### config.mk
export PLATFORM = sky130hd
export DESIGN_NAME = mcast_hash_filter
export DESIGN_NICKNAME = d
export VERILOG_FILES = /design/src/rtl/mhf_pkg.sv /design/src/rtl/mhf_crc_engine.sv /design/src/rtl/mhf_cfg_regs.sv /design/src/rtl/mhf_addr_cmp.sv /design/src/rtl/mcast_hash_filter.sv
export SDC_FILE = /design/constraint.sdc
export NUM_CORES = 1
export LEC_CHECK = 0
export CAP_MARGIN = 10
export CELL_PAD_IN_SITES_DETAIL_PLACEMENT = 1
export CELL_PAD_IN_SITES_GLOBAL_PLACEMENT = 2
export CORE_MARGIN = 2
export CORE_UTILIZATION = 25
export DETAILED_ROUTE_END_ITERATION = 7
export DONT_BUFFER_PORTS = 1
export PLACE_DENSITY_LB_ADDON = 0.15
export RECOVER_POWER = 25
export SETUP_SLACK_MARGIN = 0.2
export SKIP_CTS_REPAIR_TIMING = 1
export SYNTH_ARGS = -nofsm -noshare
export SYNTH_HDL_FRONTEND = slang
export SYNTH_SLANG_ARGS = --single-unit
### constraint.sdc
create_clock -name clk -period 4.1 [get_ports clk]
set_clock_uncertainty 0.2 [all_clocks]
set_input_delay 0 -clock clk [delete_from_list [all_inputs] [get_ports clk]]
set_output_delay 0 -clock clk [all_outputs]
set_load 0.1 [all_outputs]
### src/rtl/mhf_pkg.sv
package mhf_pkg;

    localparam int BYTE_W     = 8;
    localparam int ADDR_BYTES = 6;
    localparam int HASH_WORDS = 4;
    localparam int WORD_W     = 16;
    localparam int CRC_W      = 32;
    localparam logic [CRC_W-1:0] CRC_POLY = 32'hEDB88320;

    localparam int ADDR_W     = ADDR_BYTES * BYTE_W;
    localparam int STN_WORDS  = ADDR_W / WORD_W;
    localparam int FILT_BITS  = HASH_WORDS * WORD_W;
    localparam int IDX_W      = $clog2(FILT_BITS);
    localparam int HDR_BYTES  = 2 * ADDR_BYTES;
    localparam int CNT_W      = $clog2(HDR_BYTES + 1);
    localparam int CFG_AW     = 3;
    localparam int STN_BASE   = HASH_WORDS;
    localparam int CTRL_SEL   = STN_BASE + STN_WORDS;

    // Running comparison results for one header.
    typedef struct packed {
        logic dst_eq;   // destination equals station so far
        logic src_eq;   // source equals station so far
        logic bcast;    // destination all ones so far
        logic mcast;    // group bit of destination byte 0
    } addr_flags_t;

endpackage

### src/rtl/mhf_crc_engine.sv
module mhf_crc_engine
    import mhf_pkg::*;
#(
    parameter int                W    = CRC_W,
    parameter logic [CRC_W-1:0]  POLY = CRC_POLY,
    parameter int                BW   = BYTE_W,
    parameter int                OW   = IDX_W
) (
    input  logic          clk,
    input  logic          rst_n,
    input  logic          byte_en,
    input  logic          restart,
    input  logic [BW-1:0] byte_in,
    output logic [OW-1:0] idx_out
);

    typedef struct packed {
        logic [W-1:0] crc;
    } crc_state_t;

    crc_state_t s_d, s_q;

    function automatic logic [W-1:0] step_byte(input logic [W-1:0] seed,
                                               input logic [BW-1:0] din);
        logic [W-1:0] c;
        c = seed;
        for (int b = 0; b < BW; b++) begin
            if (c[0] ^ din[b]) c = (c >> 1) ^ POLY[W-1:0];
            else               c = c >> 1;
        end
        return c;
    endfunction

    always_comb begin
        logic [W-1:0] seed;
        s_d  = s_q;
        seed = restart ? {W{1'b1}} : s_q.crc;
        if (byte_en) s_d.crc = step_byte(seed, byte_in);
    end

    always_ff @(posedge clk) begin
        if (!rst_n) s_q <= '{crc: {W{1'b1}}};
        else        s_q <= s_d;
    end

    assign idx_out = s_q.crc[W-1 -: OW];

    assert_crc_hold_R2: assert property (@(posedge clk) disable iff (!rst_n)
        !byte_en |=> $stable(s_q.crc));

endmodule

### src/rtl/mhf_cfg_regs.sv
module mhf_cfg_regs
    import mhf_pkg::*;
#(
    parameter int NH  = HASH_WORDS,
    parameter int NS  = STN_WORDS,
    parameter int WW  = WORD_W,
    parameter int AW  = CFG_AW
) (
    input  logic             clk,
    input  logic             rst_n,
    input  logic             cfg_we,
    input  logic [AW-1:0]    cfg_addr,
    input  logic [WW-1:0]    cfg_wdata,
    output logic [NH*WW-1:0] hash_flat,
    output logic [NS*WW-1:0] station,
    output logic             promisc,
    output logic             rej_own
);

    localparam int SBASE = NH;
    localparam int CSEL  = NH + NS;

    typedef struct packed {
        logic [NH-1:0][WW-1:0] hash;
        logic [NS-1:0][WW-1:0] stn;
        logic                  promisc;
        logic                  rej_own;
    } cfg_state_t;

    cfg_state_t s_d, s_q;

    always_comb begin
        s_d = s_q;
        if (cfg_we) begin
            for (int k = 0; k < NH; k++) begin
                if (cfg_addr == AW'(k)) s_d.hash[k] = cfg_wdata;
            end
            for (int j = 0; j < NS; j++) begin
                if (cfg_addr == AW'(SBASE + j)) s_d.stn[j] = cfg_wdata;
            end
            if (cfg_addr == AW'(CSEL)) begin
                s_d.promisc = cfg_wdata[0];
                s_d.rej_own = cfg_wdata[1];
            end
        end
    end

    always_ff @(posedge clk) begin
        if (!rst_n) s_q <= '0;
        else        s_q <= s_d;
    end

    for (genvar g = 0; g < NH; g++) begin : g_hash_out
        assign hash_flat[g*WW +: WW] = s_q.hash[g];
    end
    for (genvar g = 0; g < NS; g++) begin : g_stn_out
        assign station[g*WW +: WW] = s_q.stn[g];
    end
    assign promisc = s_q.promisc;
    assign rej_own = s_q.rej_own;

    assert_cfg_hold_R11: assert property (@(posedge clk) disable iff (!rst_n)
        !cfg_we |=> $stable(s_q));

endmodule

### src/rtl/mhf_addr_cmp.sv
module mhf_addr_cmp
    import mhf_pkg::*;
#(
    parameter int NB = ADDR_BYTES,
    parameter int BW = BYTE_W,
    parameter int CW = CNT_W
) (
    input  logic           clk,
    input  logic           rst_n,
    input  logic           byte_en,
    input  logic           sof,
    input  logic [CW-1:0]  pos,
    input  logic [BW-1:0]  byte_in,
    input  logic [NB*BW-1:0] station,
    output addr_flags_t    flags_nxt
);

    typedef struct packed {
        addr_flags_t f;
    } cmp_state_t;

    cmp_state_t s_d, s_q;

    always_comb begin
        logic [BW-1:0] ref_b;
        logic          in_dst;
        logic          hit;
        logic          ones;
        s_d    = s_q;
        in_dst = (pos < CW'(NB));
        ref_b  = '0;
        for (int k = 0; k < NB; k++) begin
            if (in_dst  && pos == CW'(k))      ref_b = station[k*BW +: BW];
            if (!in_dst && pos == CW'(k + NB)) ref_b = station[k*BW +: BW];
        end
        hit  = (byte_in == ref_b);
        ones = (byte_in == {BW{1'b1}});
        if (byte_en) begin
            if (sof) begin
                s_d.f.dst_eq = hit;
                s_d.f.src_eq = 1'b1;
                s_d.f.bcast  = ones;
                s_d.f.mcast  = byte_in[0];
            end else if (in_dst) begin
                s_d.f.dst_eq = s_q.f.dst_eq & hit;
                s_d.f.bcast  = s_q.f.bcast & ones;
            end else begin
                s_d.f.src_eq = s_q.f.src_eq & hit;
            end
        end
    end

    always_ff @(posedge clk) begin
        if (!rst_n) s_q <= '0;
        else        s_q <= s_d;
    end

    assign flags_nxt = s_d.f;

    assert_group_bit_hold_R3: assert property (@(posedge clk) disable iff (!rst_n)
        (byte_en && !sof && pos != '0) |=> $stable(s_q.f.mcast));

endmodule

### src/rtl/mcast_hash_filter.sv
module mcast_hash_filter
    import mhf_pkg::*;
(
    input  logic              clk,
    input  logic              rst_n,
    input  logic              cfg_we,
    input  logic [CFG_AW-1:0] cfg_addr,
    input  logic [WORD_W-1:0] cfg_wdata,
    input  logic              hdr_valid,
    input  logic              hdr_sof,
    input  logic [BYTE_W-1:0] hdr_byte,
    output logic              dec_valid,
    output logic              dec_accept,
    output logic [IDX_W-1:0]  dec_index
);

    typedef struct packed {
        logic [CNT_W-1:0] cnt;
        logic             active;
        logic             valid;
        logic             accept;
        logic [IDX_W-1:0] index;
    } top_state_t;

    top_state_t s_d, s_q;

    logic [FILT_BITS-1:0] hash_flat;
    logic [ADDR_W-1:0]    station;
    logic                 promisc;
    logic                 rej_own;
    logic [IDX_W-1:0]     crc_idx;
    addr_flags_t          flags_nxt;

    logic             take;
    logic [CNT_W-1:0] pos;
    logic             last_evt;
    logic             crc_en;

    assign take     = hdr_valid && (hdr_sof || s_q.active);
    assign pos      = hdr_sof ? '0 : s_q.cnt;
    assign last_evt = take && (pos == CNT_W'(HDR_BYTES - 1));
    assign crc_en   = take && (pos < CNT_W'(ADDR_BYTES));

    mhf_cfg_regs u_cfg (
        .clk       (clk),
        .rst_n     (rst_n),
        .cfg_we    (cfg_we),
        .cfg_addr  (cfg_addr),
        .cfg_wdata (cfg_wdata),
        .hash_flat (hash_flat),
        .station   (station),
        .promisc   (promisc),
        .rej_own   (rej_own)
    );

    mhf_crc_engine u_crc (
        .clk     (clk),
        .rst_n   (rst_n),
        .byte_en (crc_en),
        .restart (hdr_sof),
        .byte_in (hdr_byte),
        .idx_out (crc_idx)
    );

    mhf_addr_cmp u_cmp (
        .clk       (clk),
        .rst_n     (rst_n),
        .byte_en   (take),
        .sof       (hdr_sof),
        .pos       (pos),
        .byte_in   (hdr_byte),
        .station   (station),
        .flags_nxt (flags_nxt)
    );

    function automatic logic decide(input addr_flags_t f,
                                    input logic p, input logic r,
                                    input logic filt_hit);
        if (p)               return 1'b1;
        if (r && f.src_eq)   return 1'b0;
        if (f.bcast)         return 1'b1;
        if (f.mcast)         return filt_hit;
        return f.dst_eq;
    endfunction

    always_comb begin
        s_d       = s_q;
        s_d.valid = 1'b0;
        if (take) begin
            s_d.cnt    = pos + CNT_W'(1);
            s_d.active = !last_evt;
        end
        if (last_evt) begin
            s_d.valid  = 1'b1;
            s_d.accept = decide(flags_nxt, promisc, rej_own, hash_flat[crc_idx]);
            s_d.index  = crc_idx;
        end
    end

    always_ff @(posedge clk) begin
        if (!rst_n) s_q <= '0;
        else        s_q <= s_d;
    end

    assign dec_valid  = s_q.valid;
    assign dec_accept = s_q.accept;
    assign dec_index  = s_q.index;

    assert_strobe_single_R9: assert property (@(posedge clk) disable iff (!rst_n)
        dec_valid |=> !dec_valid);

    assert_strobe_after_last_R9: assert property (@(posedge clk) disable iff (!rst_n)
        last_evt |=> dec_valid);

    assert_promisc_accepts_R7: assert property (@(posedge clk) disable iff (!rst_n)
        (last_evt && promisc) |=> dec_accept);

    assert_own_source_dropped_R8: assert property (@(posedge clk) disable iff (!rst_n)
        (last_evt && !promisc && rej_own && flags_nxt.src_eq) |=> !dec_accept);

    assert_broadcast_kept_R5: assert property (@(posedge clk) disable iff (!rst_n)
        (last_evt && !(rej_own && flags_nxt.src_eq) && flags_nxt.bcast) |=> dec_accept);

    assert_unicast_mismatch_R6: assert property (@(posedge clk) disable iff (!rst_n)
        (last_evt && !promisc && !flags_nxt.mcast && !flags_nxt.dst_eq) |=> !dec_accept);

    assert_full_filter_R4: assert property (@(posedge clk) disable iff (!rst_n)
        (last_evt && flags_nxt.mcast && (&hash_flat)) |=> dec_accept || $past(rej_own));

endmodule

==> impl_metrics.tcl <==
set metrics [dict create \
    final_antenna_net_count 0 \
    rsz0062_at_grt "no" \
    maxCapViolCount 1 \
    num_vias 7358 \
    worst_pin_slew_ns 2.15 \
    portBuffers 0 \
    outcome "complete, but fails checks" \
    final_cell_mix "nand2_1 (279), dfxtp_1 (163), a21oi_1 (118)" \
    die_h_um 188 \
    ios 40 \
    track_usage_pct 17.3 \
    layout_min_cycle_time_ns 3.59 \
    setup_viol 0 \
    synth-seq-cells 163 \
    yosys_warnings 0 \
    final_core_util_pct 29.8 \
    slowest_stage "dlygate4sd3_1" \
    fin_nets 1099 \
    ys_types 62 \
    yosysTopAreaCellShare_pct 38.4 \
    post_drt_via_cell_ratio 4.82 \
    max_freq_ghz 0.279 \
    ctsLongestPathBuffers 2 \
    initial_utilization_pct 25.4 \
    clk_latency_ns 0.45 \
    hold_depth 4 \
    period_share_pct 87.5 \
    crit_start "hdr_sof" \
    slew_headroom_pct -44.2 \
    worstReg2RegEnd "u_cmp.s_q[2]$_SDFF_PN0_" \
    drtIter0Drc 375 \
    tns_ns 0 \
    clock_sinks 163 \
    r2r_slack_ns 0.60 \
    critPathArrivalTime_ns 3.71 \
    wl_per_cell_um 20.4 \
    ys_seq_area_share_pct 38.4 \
    place_congestion 0.778 \
    reg2reg_from "s_q[9]$_SDFFE_PN0P_" \
    slew_violations 56 \
    startpoint_type "input pin" \
    ys_top_cells_by_area "dfxtp_1 (38%), nand2_1 (12%), xnor2_1 (7.7%)" \
    grt_pass1_vias 7260 \
    cts-root-buf "clkbuf_16" \
    required_ns 4.22 \
    syn_nets 1093 \
    wirelength_um 31100 \
    first_pass_iters 5 \
    grt_first_pass_wirelength_um 46000 \
    vdd_drop_max_mv 0.299 \
    critical_path_class "in -> reg" \
    synthCells 1057 \
    netlist_area_um2 8500 \
    post-place-ws_ns 0.722 \
    fin_hold_ws_ns -0.0683 \
    setup.worst_path.end "u_cmp.s_q[2]$_SDFF_PN0_" \
    num-fill-cells 4010 \
    final_common_cell "nand2_1" \
    rr_worst_depth 12 \
    synth_edf_count 0 \
    route.detailed.drc 0 \
    drive_gt1_share_pct 7.06 \
    overflow 0 \
    async_flop_share_pct 0 \
    path_max_fanout 38 \
    final_hold_viol_count 4 \
    coreArea_um2 33500 \
    violations "negative hold slack, max-capacitance violations, max-slew violations" \
    dieArea_um2 35500 \
    rows 67 \
    hp-class "in -> reg" \
    p_leak_nw 3.53 \
    grt_antenna_before_repair 3 \
    final_cells 1525 \
    cts_tree "built" \
    clk_pin_slew_worst_paths_ns 0.07 \
    setup_slack_ns 0.511 \
    syn_avg_cell_area_um2 8.04 \
    grt_max_degree 69 \
    dpl.hpwl_um 20400 \
    htreeDepth 4 \
    die_w_um 188 \
    dp.cells 1438 \
    area_growth_pct 17.6 \
    cp-end-kind "flop" \
    path_cells "dlygate4sd3_1 > buf_12 > nor2_1 > inv_1 > ha_1 > and4bb_2 > o21bai_1 > nand4_1 > a31oi_1 > o21a_1 > o2111ai_1 > o31ai_1 > nor3b_2" \
    power_density_nw_per_um2 417 \
    synth_area_leader_cell "dfxtp_1" \
    max_stage_delay_ns 0.66 \
    ys.flop_type "dfxtp_1" \
    cts_buffers 17 \
]
-- worst max-delay path, delay by kind of cell --
kind	cells	cell delay (ns)
adder cells (fa/ha/maj)	1	0.25
AND/OR/NAND/NOR	4	0.97
buffers and inverters	3	0.99
AO/OA/AOI/OAI	5	1.47
-- worst min path at each step --
| stage | to | slack (ns) | start |
|---|---|---|---|
| after floorplan | u_cfg.hash_flat[10]$_SDFFE_PN0P_ | -0.06 | cfg_wdata[10] |
| after global placement | u_crc.s_q[31]$_SDFFE_PN1P_ | -0.12 | rst_n |
| after detailed placement | u_crc.s_q[31]$_SDFFE_PN1P_ | -0.11 | rst_n |
| after CTS | u_crc.s_q[31]$_SDFFE_PN1P_ | -0.60 | rst_n |
| after global routing | dec_accept$_SDFFE_PN0P_ | 0.006 | hdr_byte[6] |
| final | u_crc.s_q[24]$_SDFFE_PN1P_ | -0.07 | hdr_byte[0] |
-- flip-flops by register name, indices dropped and copies added, names as in the netlist, 4 cells and up --
signal           cells
u_cmp.s_q            4
u_cfg.station       48
s_q                  5
u_cfg.hash_flat     64
u_crc.s_q           32
dec_index            6
-- cell usage after synthesis (all sizes together) (5+ instances only) --
library cell and n:
nand2 280, o21ai 16, inv 17, o211ai 37
nand3 16, a21oi 118, and2 6, o21a 5
a21o 5, xnor2 78, o31ai 9, mux2i 12
mux4 19, buf 23, clkbuf 61, nor2 72
nor3 11, dfxtp 163, nor2b 9, nand4 16
xor2 17, a31oi 13
-- per-layer routing --
| layer | vias to the layer above | share of wire, % | track usage [%] |
|---|---|---|---|
| met3 | 21 | 3.1 | 3.65 |
| met1 | 3630 | 49 | 23.4 |
| li1 | 3606 | - | - |
| met5 | - | 0.042 | 0 |
| met2 | 99 | 46 | 27.8 |
| met4 | 2 | 1.0 | 4.72 |
-- area by class of cell --
cell class              instances  area, um^2  area share (%)
multi-input cells             793        4820            48.2
flip-flops and latches        163        3260            32.6
repair buffers                 71         681            6.81
well taps                     448         561            5.61
clock buffers                  19         443            4.43
clock inverters                13         165            1.65
inverters                      17        65.1           0.651
diodes                          1        2.50          0.0250
-- power breakdown --
group | switching, W | internal, W | total, W
registers | 0.0000719 | 0.00165 | 0.00172
clock network | 0.000765 | 0.000937 | 0.00170
logic | 0.000412 | 0.000337 | 0.000750
total | 0.00125 | 0.00292 | 0.00417
-- per-stage QoR --
step,instance area (um^2),power [W]
after floorplan,8500,0.00228
after global placement,8830,0.00241
after detailed placement,8830,0.00241
after CTS,9440,0.00414
after global routing,10000,0.00438
final,10000,0.00417
-- cell families after synthesis --
kind of cell | Yosys count | synth area share (%)
xor+xnor | 95 | 10.1
mux | 32 | 7.24
compound gates | 227 | 16.6
fa+ha+maj | 4 | 0.589
simple gates | 435 | 21.9
buf+inv | 101 | 5.25
flops | 163 | 38.4
Power figures use the tool's default switching activity.
